File: config.mk
export PLATFORM = sky130hd
export DESIGN_NAME = pcu_core
export DESIGN_NICKNAME = d
export VERILOG_FILES = /design/src/rtl/pcu_pkg.sv /design/src/rtl/pcu_next.sv /design/src/rtl/pcu_stack.sv /design/src/rtl/pcu_core.sv
export SDC_FILE = /design/constraint.sdc
export NUM_CORES = 1
export LEC_CHECK = 0
export BUFFER_PORTS_ARGS = -buffer_cell sky130_fd_sc_hd__buf_2
export CAP_MARGIN = 25
export CORE_MARGIN = 2
export CORE_UTILIZATION = 50
export DETAILED_ROUTE_END_ITERATION = 8
export GPL_ROUTABILITY_DRIVEN = 0
export GPL_TIMING_DRIVEN = 1
export PLACE_DENSITY_LB_ADDON = 0.12
export SYNTH_ARGS = -nofsm -noshare
export SYNTH_HDL_FRONTEND = slang
export SYNTH_SLANG_ARGS = --single-unit
File: constraint.sdc
create_clock -name clk -period 1.6 [get_ports clk]
set_clock_uncertainty 0.1 [all_clocks]
set_input_delay 0.32 -clock clk [delete_from_list [all_inputs] [get_ports clk]]
set_output_delay 0.32 -clock clk [all_outputs]
set_load 0.01 [all_outputs]
File: src/rtl/pcu_pkg.sv
package pcu_pkg;
    typedef enum logic [2:0] {
        OP_SEQ  = 3'd0,
        OP_JMP  = 3'd1,
        OP_CALL = 3'd2,
        OP_RET  = 3'd3,
        OP_PCLW = 3'd4
    } pcu_op_e;
endpackage

File: src/rtl/pcu_next.sv
module pcu_next #(
    parameter int PC_W = 10
) (
    input  logic [2:0]      op_i,
    input  logic [PC_W-1:0] pc_q_i,
    input  logic [PC_W-2:0] addr_i,
    input  logic            page_i,
    input  logic [PC_W-3:0] wdata_i,
    input  logic [PC_W-1:0] stk_top_i,
    output logic [PC_W-1:0] pc_d_o,
    output logic [PC_W-1:0] push_val_o,
    output logic            push_o,
    output logic            pop_o
);
    import pcu_pkg::*;
    localparam int LOW_W = PC_W - 2;

    typedef struct packed {
        logic [PC_W-1:0] pc;
        logic            push;
        logic            pop;
    } nxt_t;

    nxt_t nxt_d;
    logic [PC_W-1:0] pc_inc;

    always_comb begin
        pc_inc      = pc_q_i + PC_W'(1);
        nxt_d.pc    = pc_inc;
        nxt_d.push  = 1'b0;
        nxt_d.pop   = 1'b0;
        case (op_i)
            OP_JMP:  nxt_d.pc = {page_i, addr_i};
            OP_CALL: begin
                nxt_d.pc   = {page_i, 1'b0, addr_i[LOW_W-1:0]};
                nxt_d.push = 1'b1;
            end
            OP_RET: begin
                nxt_d.pc  = stk_top_i;
                nxt_d.pop = 1'b1;
            end
            OP_PCLW: nxt_d.pc = {page_i, 1'b0, wdata_i};
            default: nxt_d.pc = pc_inc;
        endcase
    end

    assign pc_d_o     = nxt_d.pc;
    assign push_o     = nxt_d.push;
    assign pop_o      = nxt_d.pop;
    assign push_val_o = pc_inc;
endmodule

File: src/rtl/pcu_stack.sv
module pcu_stack #(
    parameter int PC_W  = 10,
    parameter int STK_W = 12
) (
    input  logic            clk,
    input  logic            rst,
    input  logic            push_i,
    input  logic            pop_i,
    input  logic [PC_W-1:0] push_val_i,
    output logic [PC_W-1:0] top_o
);
    localparam int PAD_W = STK_W - PC_W;

    typedef struct packed {
        logic [STK_W-1:0] lvl1;
        logic [STK_W-1:0] lvl2;
    } stk_t;

    stk_t stk_d, stk_q;

    always_comb begin
        stk_d = stk_q;
        if (push_i) begin
            stk_d.lvl2 = stk_q.lvl1;
            stk_d.lvl1 = {{PAD_W{1'b0}}, push_val_i};
        end else if (pop_i) begin
            stk_d.lvl1 = stk_q.lvl2;
        end
    end

    always_ff @(posedge clk) begin
        if (rst) stk_q <= '0;
        else     stk_q <= stk_d;
    end

    assign top_o = stk_q.lvl1[PC_W-1:0];

    // pushed entries never carry bits above the counter width
    a_r6_zero_ext: assert property (@(posedge clk) disable iff (rst)
        stk_q.lvl1[STK_W-1:PC_W] == '0);
    // a push moves the old level 1 into level 2
    a_r6_push_shift: assert property (@(posedge clk) disable iff (rst)
        push_i |=> stk_q.lvl2 == $past(stk_q.lvl1));
    // a pop leaves level 2 untouched
    a_r7_pop_keeps_lvl2: assert property (@(posedge clk) disable iff (rst)
        (pop_i && !push_i) |=> $stable(stk_q.lvl2));
endmodule

File: src/rtl/pcu_core.sv
module pcu_core #(
    parameter int PC_W  = 10,
    parameter int STK_W = 12
) (
    input  logic            clk,
    input  logic            rst,
    input  logic [2:0]      op_class,
    input  logic [PC_W-2:0] addr_field,
    input  logic            page_sel,
    input  logic [PC_W-3:0] pcl_wdata,
    output logic [PC_W-1:0] fetch_addr,
    output logic [PC_W-3:0] pcl_out,
    output logic [PC_W-3:0] wload_data,
    output logic            wload_en
);
    import pcu_pkg::*;
    localparam int LOW_W = PC_W - 2;

    typedef struct packed {
        logic [PC_W-1:0] pc;
    } core_t;

    core_t core_d, core_q;
    logic [PC_W-1:0] pc_next, push_val, stk_top;
    logic            push, pop;

    pcu_next #(.PC_W(PC_W)) i_next (
        .op_i       (op_class),
        .pc_q_i     (core_q.pc),
        .addr_i     (addr_field),
        .page_i     (page_sel),
        .wdata_i    (pcl_wdata),
        .stk_top_i  (stk_top),
        .pc_d_o     (pc_next),
        .push_val_o (push_val),
        .push_o     (push),
        .pop_o      (pop)
    );

    pcu_stack #(.PC_W(PC_W), .STK_W(STK_W)) i_stack (
        .clk        (clk),
        .rst        (rst),
        .push_i     (push),
        .pop_i      (pop),
        .push_val_i (push_val),
        .top_o      (stk_top)
    );

    always_comb begin
        core_d.pc = pc_next;
    end

    always_ff @(posedge clk) begin
        if (rst) core_q.pc <= '1;
        else     core_q <= core_d;
    end

    assign fetch_addr = core_q.pc;
    assign pcl_out    = core_q.pc[LOW_W-1:0];
    assign wload_en   = pop;
    assign wload_data = addr_field[LOW_W-1:0];

    // counter leaves reset at the last word of the last page
    a_r1_reset_vector: assert property (@(posedge clk)
        $past(rst) |-> fetch_addr == '1);
    // sequential step adds one
    a_r2_seq_step: assert property (@(posedge clk) disable iff (rst)
        (op_class == OP_SEQ) |=> fetch_addr == $past(fetch_addr) + PC_W'(1));
    // call target always lies in the lower half of a page
    a_r4_call_bit8: assert property (@(posedge clk) disable iff (rst)
        (op_class == OP_CALL) |=> fetch_addr[PC_W-2] == 1'b0);
    // low-byte write also clears bit 8
    a_r5_pclw_bit8: assert property (@(posedge clk) disable iff (rst)
        (op_class == OP_PCLW) |=> fetch_addr[PC_W-2] == 1'b0);
    // strobe only in return cycles
    a_r9_strobe: assert property (@(posedge clk) disable iff (rst)
        wload_en == (op_class == OP_RET));
    // never push and pop in one cycle
    a_r11_one_action: assert property (@(posedge clk) disable iff (rst)
        $onehot0({push, pop}));
endmodule

==> results_dict.tcl, run 1 <==
set metrics [dict create \
    outcome "finished clean" \
    drc_errors 0 \
    clock.fmax_mhz 675 \
    synth_warnings 0 \
    worstSetupStartpointType "input pin" \
    drive_above_1_share_pct 31.2 \
    critPathKind "input pin to output pin" \
    min_path_type "input pin to flop" \
    wirelength_um 3570 \
    port_buffers 49 \
    clk_path_buf_depth 2 \
    antenna_found_initial 0 \
    ir_worst_vdd_mv 0.537 \
    grt_util_met1_pct 28.4 \
    syn_inst 198 \
    grt_first_pass_wirelength_um 5700 \
    slew_headroom_pct 67.2 \
    area_growth_pct 13.7 \
    ios 50 \
    cts_buffers 5 \
    syn_area_um2 1620 \
    cellLeakagePower_uw 0.000738 \
    overflow 0 \
    cts_tree "yes" \
    dp_hpwl_um 2820 \
    die-height_um 61.0 \
    vias 1439 \
    synth_cell_types 37 \
    hold_viol_final 0 \
    drv_cap 0 \
    drt-pass1-iter-count 4 \
    insertion_delay_ns 0.31 \
    diodes 0 \
    top_usage_layer "met2" \
    ant_nets 0 \
    cts.clk_slew.worst_paths_ns 0.09 \
    grt_max_degree 15 \
    required_ns 1.18 \
    root_buffer "clkbuf_4" \
    die_area_um2 3710 \
    core_um2 3080 \
    slew_viol_final 0 \
    seq_area_um2 601 \
    fp-row-count 20 \
    avgRoutedWirePerCell_um 12.8 \
    nNetsFinal 259 \
    multi_input_area_um2 812 \
    numClockSinks 30 \
    cts_setup_buffers 0 \
    grt_setup_unrepaired "no" \
    grtUsageMet3_pct 4.48 \
    setup_violations 0 \
    fin_util_pct 59.9 \
    grt_use_met2_pct 33.0 \
    start_util_pct 52.7 \
    synth_seq_cells 30 \
    power.density_nw_per_um2 940 \
    vias_per_cell 5.18 \
    drt_iter0_drc 48 \
    synth_nets 222 \
    cp_max_fo 9 \
    die_w_um 61.0 \
    finalSetupTns_ns 0 \
    track_usage_pct 20.9 \
    seq_area_frac_synth_pct 37.0 \
    fin_crit_ns 1.48 \
    cts_hold_buffers 0 \
    cp-end-kind "output pin" \
    fillers 313 \
    tightest_slew_ns 0.490 \
    ctsHtreeMaxLevel 2 \
    grt_pass1_vias 1220 \
    cts_resized 0 \
    worstPathArrival_ns 1.06 \
    period_share_pct 92.6 \
    syn_area_per_cell_um2 8.19 \
]
-- cells in the final DEF (no fill, tap or decap), types with 2 or more instances in the layout --
cell,count
a211oi_1,3
a21oi_1,22
a221oi_1,5
a221oi_2,3
a22oi_1,3
and3_1,3
buf_2,49
buf_4,9
clkbuf_4,5
dfxtp_1,30
inv_1,2
mux2i_1,2
nand2_1,43
nand2b_1,2
nand3_1,5
nand4_1,2
nor2_1,4
nor3_1,2
o211ai_1,3
o21a_1,2
o21ai_0,12
o22ai_1,2
xnor2_1,6
xor2_1,3
-- cell type report --
class                   instances  share of cell area (%)
flip-flops and latches         30                    32.6
well taps                      44                    2.99
inverters                       3                   0.611
repair buffers                 58                    17.0
multi-input cells             137                    44.1
clock buffers                   6                    2.78
-- synth_stat cells --
master / n / area (um2)
nor2_1: 4 / 15.0
or3_1: 1 / 6.26
a22oi_1: 3 / 22.5
nor3_4: 1 / 16.3
o21ai_0: 12 / 60.1
a21oi_1: 22 / 110
buf_4: 17 / 128
nand2_1: 43 / 161
buf_6: 3 / 33.8
mux2i_1: 2 / 20.0
and2_4: 1 / 8.76
o21a_1: 2 / 15.0
xor2_1: 3 / 26.3
clkbuf_1: 2 / 7.51
a221oi_1: 5 / 43.8
nand3_1: 5 / 25.0
inv_2: 1 / 3.75
nand2b_1: 2 / 12.5
and3_1: 3 / 18.8
o211ai_1: 3 / 22.5
mux2_2: 1 / 11.3
and4_1: 1 / 8.76
nand4_1: 2 / 12.5
inv_1: 2 / 7.51
buf_2: 5 / 25.0
a221oi_2: 3 / 45.0
buf_1: 1 / 3.75
xnor2_1: 6 / 52.6
ha_1: 1 / 12.5
nor3_1: 2 / 10.0
nor2b_4: 1 / 13.8
a211oi_1: 3 / 22.5
a31oi_1: 1 / 6.26
dfxtp_1: 30 / 601
o22ai_1: 2 / 12.5
o32ai_1: 1 / 8.76
nor2_4: 1 / 11.3
-- cells by family (layout without fill, tap and decap cells) --
kind of cell	Yosys count	after routing	synth area share [%]
muxes	3	3	1.93
xor gates and xnor gates	9	9	4.86
adders and majority gates	1	1	0.771
DFF	30	30	37.0
AOI/OAI and AO/OA	57	57	22.8
buffers and inverters	31	67	12.9
and+or+nand+nor	67	67	19.8
-- critical path, stage by stage --
cell and delay (ns):
buf_2 0.14, nor2b_4 0.22, and2_4 0.24, buf_2 0.15
-- flip-flops by register name (all words and copies together) (netlist names) --
register	count
i_stack.stk_q	10
fetch_addr	10
i_stack.top_o	10
-- power by group --
part           total (uW)  switching, uW  internal (uW)
logic                 453            255            198
clock network         430            232            198
registers             849           49.2            799
-- per-layer routing --
metal | wire length (um) | vias up
met4 | 40 | 0
met5 | 0 | -
met3 | 192 | 5
met1 | 1730 | 635
li1 | - | 753
met2 | 1610 | 46
-- path summary, 6_finish.rpt --
path	start	endpoint	slack, ns	cells after the start
max	op_class[1]	wload_en	0.12	4
min	addr_field[5]	fetch_addr[5]	0.12	3
min reg2reg	i_stack.stk_q[9]	i_stack.stk_q[9]	0.36	2
max reg2reg	fetch_addr[0]	fetch_addr[4]	0.13	5
-- through the flow --
step | hold slack (ns) | cells | instance area [um2] | power, uW | setup WS, ns
finish | 0.117 | 278 | 1840 | 1730 | 0.118
global route | 0.117 | 278 | 1840 | 1840 | 0.00978
CTS | 0.112 | 278 | 1840 | 1750 | 0.124
detailed placement | 0.352 | 272 | 1790 | 1320 | 0.0912
global placement | 0.346 | 272 | 1790 | 1310 | 0.105
floorplan | 0.329 | 198 | 1620 | 1190 | 0.221
(Power assumes the default switching activity.)
==> run 2, diff against run 1 <==
- CORE_UTILIZATION: 50 -> 46
==> run 2 against run 1 <==
Effect of this change:
- combinational power increased by 4.4%
- maximum frequency increased by 1.9%
- largest cell class unchanged
- sequential cell count unchanged
- largest power group unchanged
- sequential power decreased by 0.6%
- critical path type unchanged
- via count increased by 4.9%
==> results_dict.tcl, run 2 (synthesis gave the netlist of run 1 again) <==
set metrics [dict create \
    outcome "finished clean" \
    fp-row-count 21 \
    die-height_um 63.4 \
    cellLeakagePower_uw 0.000767 \
    power.density_nw_per_um2 1010 \
    critPathSlowestCell "and2_4" \
    r2r_slack_ns 0.16 \
    mostFrequentLayoutCell "buf_2" \
    required_ns 1.18 \
    cts_setup_buffers 0 \
    avgRoutedWirePerCell_um 13.4 \
    nNetsFinal 262 \
    cts_resized 0 \
    drt-pass1-iter-count 4 \
    ios 50 \
    hold_path_end "fetch_addr[6]" \
    insertion_delay_ns 0.34 \
    worstPathArrival_ns 1.03 \
    cts.clk_slew.worst_paths_ns 0.10 \
    ant_nets 0 \
    mostFrequentLayoutCells "49 x buf_2, 43 x nand2_1, 30 x dfxtp_1, 22 x a21oi_1" \
    slew_headroom_pct 64.6 \
    drc_errors 0 \
    grt_max_degree 17 \
    wirelength_um 3830 \
    rr_worst_depth 5 \
    holdPathStages 3 \
    overflow 0 \
    multi_input_area_um2 812 \
    cp_top_family "simple AND/OR/NAND/NOR gates" \
    port_buffers 49 \
    grt_first_pass_wirelength_um 6250 \
    grt_setup_unrepaired "no" \
    tightest_slew_ns 0.529 \
    critical_path.max_stage_delay_ns 0.22 \
    r2r_start "fetch_addr[1]" \
    cp_cell_sequence "buf_2 > nor2b_4 > and2_4 > buf_2" \
    drive_above_1_share_pct 32.6 \
    root_buffer "clkbuf_4" \
    path_buf_inv 2 \
    setup_violations 0 \
    fin_crit_ns 1.45 \
    hold_viol_final 0 \
    critPathKind "input pin to output pin" \
    dp_hpwl_um 2960 \
    slew_viol_final 0 \
    numClockSinks 30 \
    period_share_pct 90.9 \
    cp-end-kind "output pin" \
    vias 1510 \
    seq_area_um2 601 \
    die_area_um2 4020 \
    core_um2 3360 \
    cts_hold_buffers 0 \
    grt_pass1_vias 1345 \
    ctsHtreeMaxLevel 2 \
    cts_buffers 5 \
    min_path_type "input pin to flop" \
    ir_worst_vdd_mv 0.487 \
    start_util_pct 48.2 \
    clk_path_buf_depth 2 \
    worst_path_most_repeated_cell "buf_2" \
    clock.fmax_mhz 688 \
    worstSetupStartpointType "input pin" \
    cp_max_fo 9 \
    antenna_found_initial 0 \
    diodes 0 \
    area_growth_pct 16.8 \
    hold_start "addr_field[6]" \
    finalSetupTns_ns 0 \
    drv_cap 0 \
    r2r-end "i_stack.top_o[4]" \
    drt_iter0_drc 61 \
    vias_per_cell 5.30 \
    fillers 338 \
    die_w_um 63.4 \
    track_usage_pct 20.3 \
    cts_tree "yes" \
    total_power_uw 1910 \
]
run 2: cell types whose count changed in the layout (fill, tap and decap cells not counted), sizes merged:
cell / before / now
buf: 58 / 61
bufinv: 0 / 1
clkbuf: 6 / 5
clkinv: 0 / 2
run 2: final cells by class:
cell class / count / share of cell area (%)
Tap cell: 46 / 3.04
Clock buffer: 5 / 1.98
Sequential cell: 30 / 31.7
Clock inverter: 3 / 2.11
Multi-Input combinational cell: 137 / 42.9
Inverter: 3 / 0.594
Timing Repair Buffer: 61 / 17.7
run 2: worst max-delay path by stage:
stage                  start          endpoint  slack, ns  cells after the start
2_1_floorplan  fetch_addr[0]     fetch_addr[6]       0.22                      5
3_5_place_dp     op_class[1]     fetch_addr[0]       0.06                      6
4_1_cts        fetch_addr[1]  i_stack.top_o[4]       0.13                      5
5_1_grt        fetch_addr[1]  i_stack.top_o[4]       0.04                      5
6_report         op_class[1]          wload_en       0.15                      4
3_3_place_gp     op_class[2]  i_stack.top_o[5]       0.11                      5
run 2: power breakdown:
part           switching, uW  internal (uW)  total (uW)
Combinational            268            206         473
Sequential              44.6            800         844
Clock                    272            323         595
run 2: worst reg2reg max path, stage by stage, from the launching register on:
cell     delay [ns]
dfxtp_1        0.39
ha_1           0.25
nand3_1        0.13
xnor2_1        0.27
o21ai_0        0.12
a21oi_1        0.13
run 2: per-layer routing:
metal / wire length, um / track usage, % / vias to the layer above
li1: - / - / 762
met1: 1770 / 24.2 / 679
met2: 1730 / 33.4 / 61
met3: 259 / 6.07 / 8
met4: 74 / 9.24 / 0
met5: 0 / 0 / -
run 2: per-stage QoR:
stage	util [%]	setup slack, ns	cells	hold slack (ns)	area, um2
global route	56.3	0.0368	285	0.0983	1890
finish	56.3	0.146	285	0.0896	1890
detailed placement	54.0	0.0613	277	0.348	1820
floorplan	-	0.221	198	0.329	1620
CTS	56.3	0.130	285	0.0900	1890
global placement	54.0	0.106	277	0.342	1820
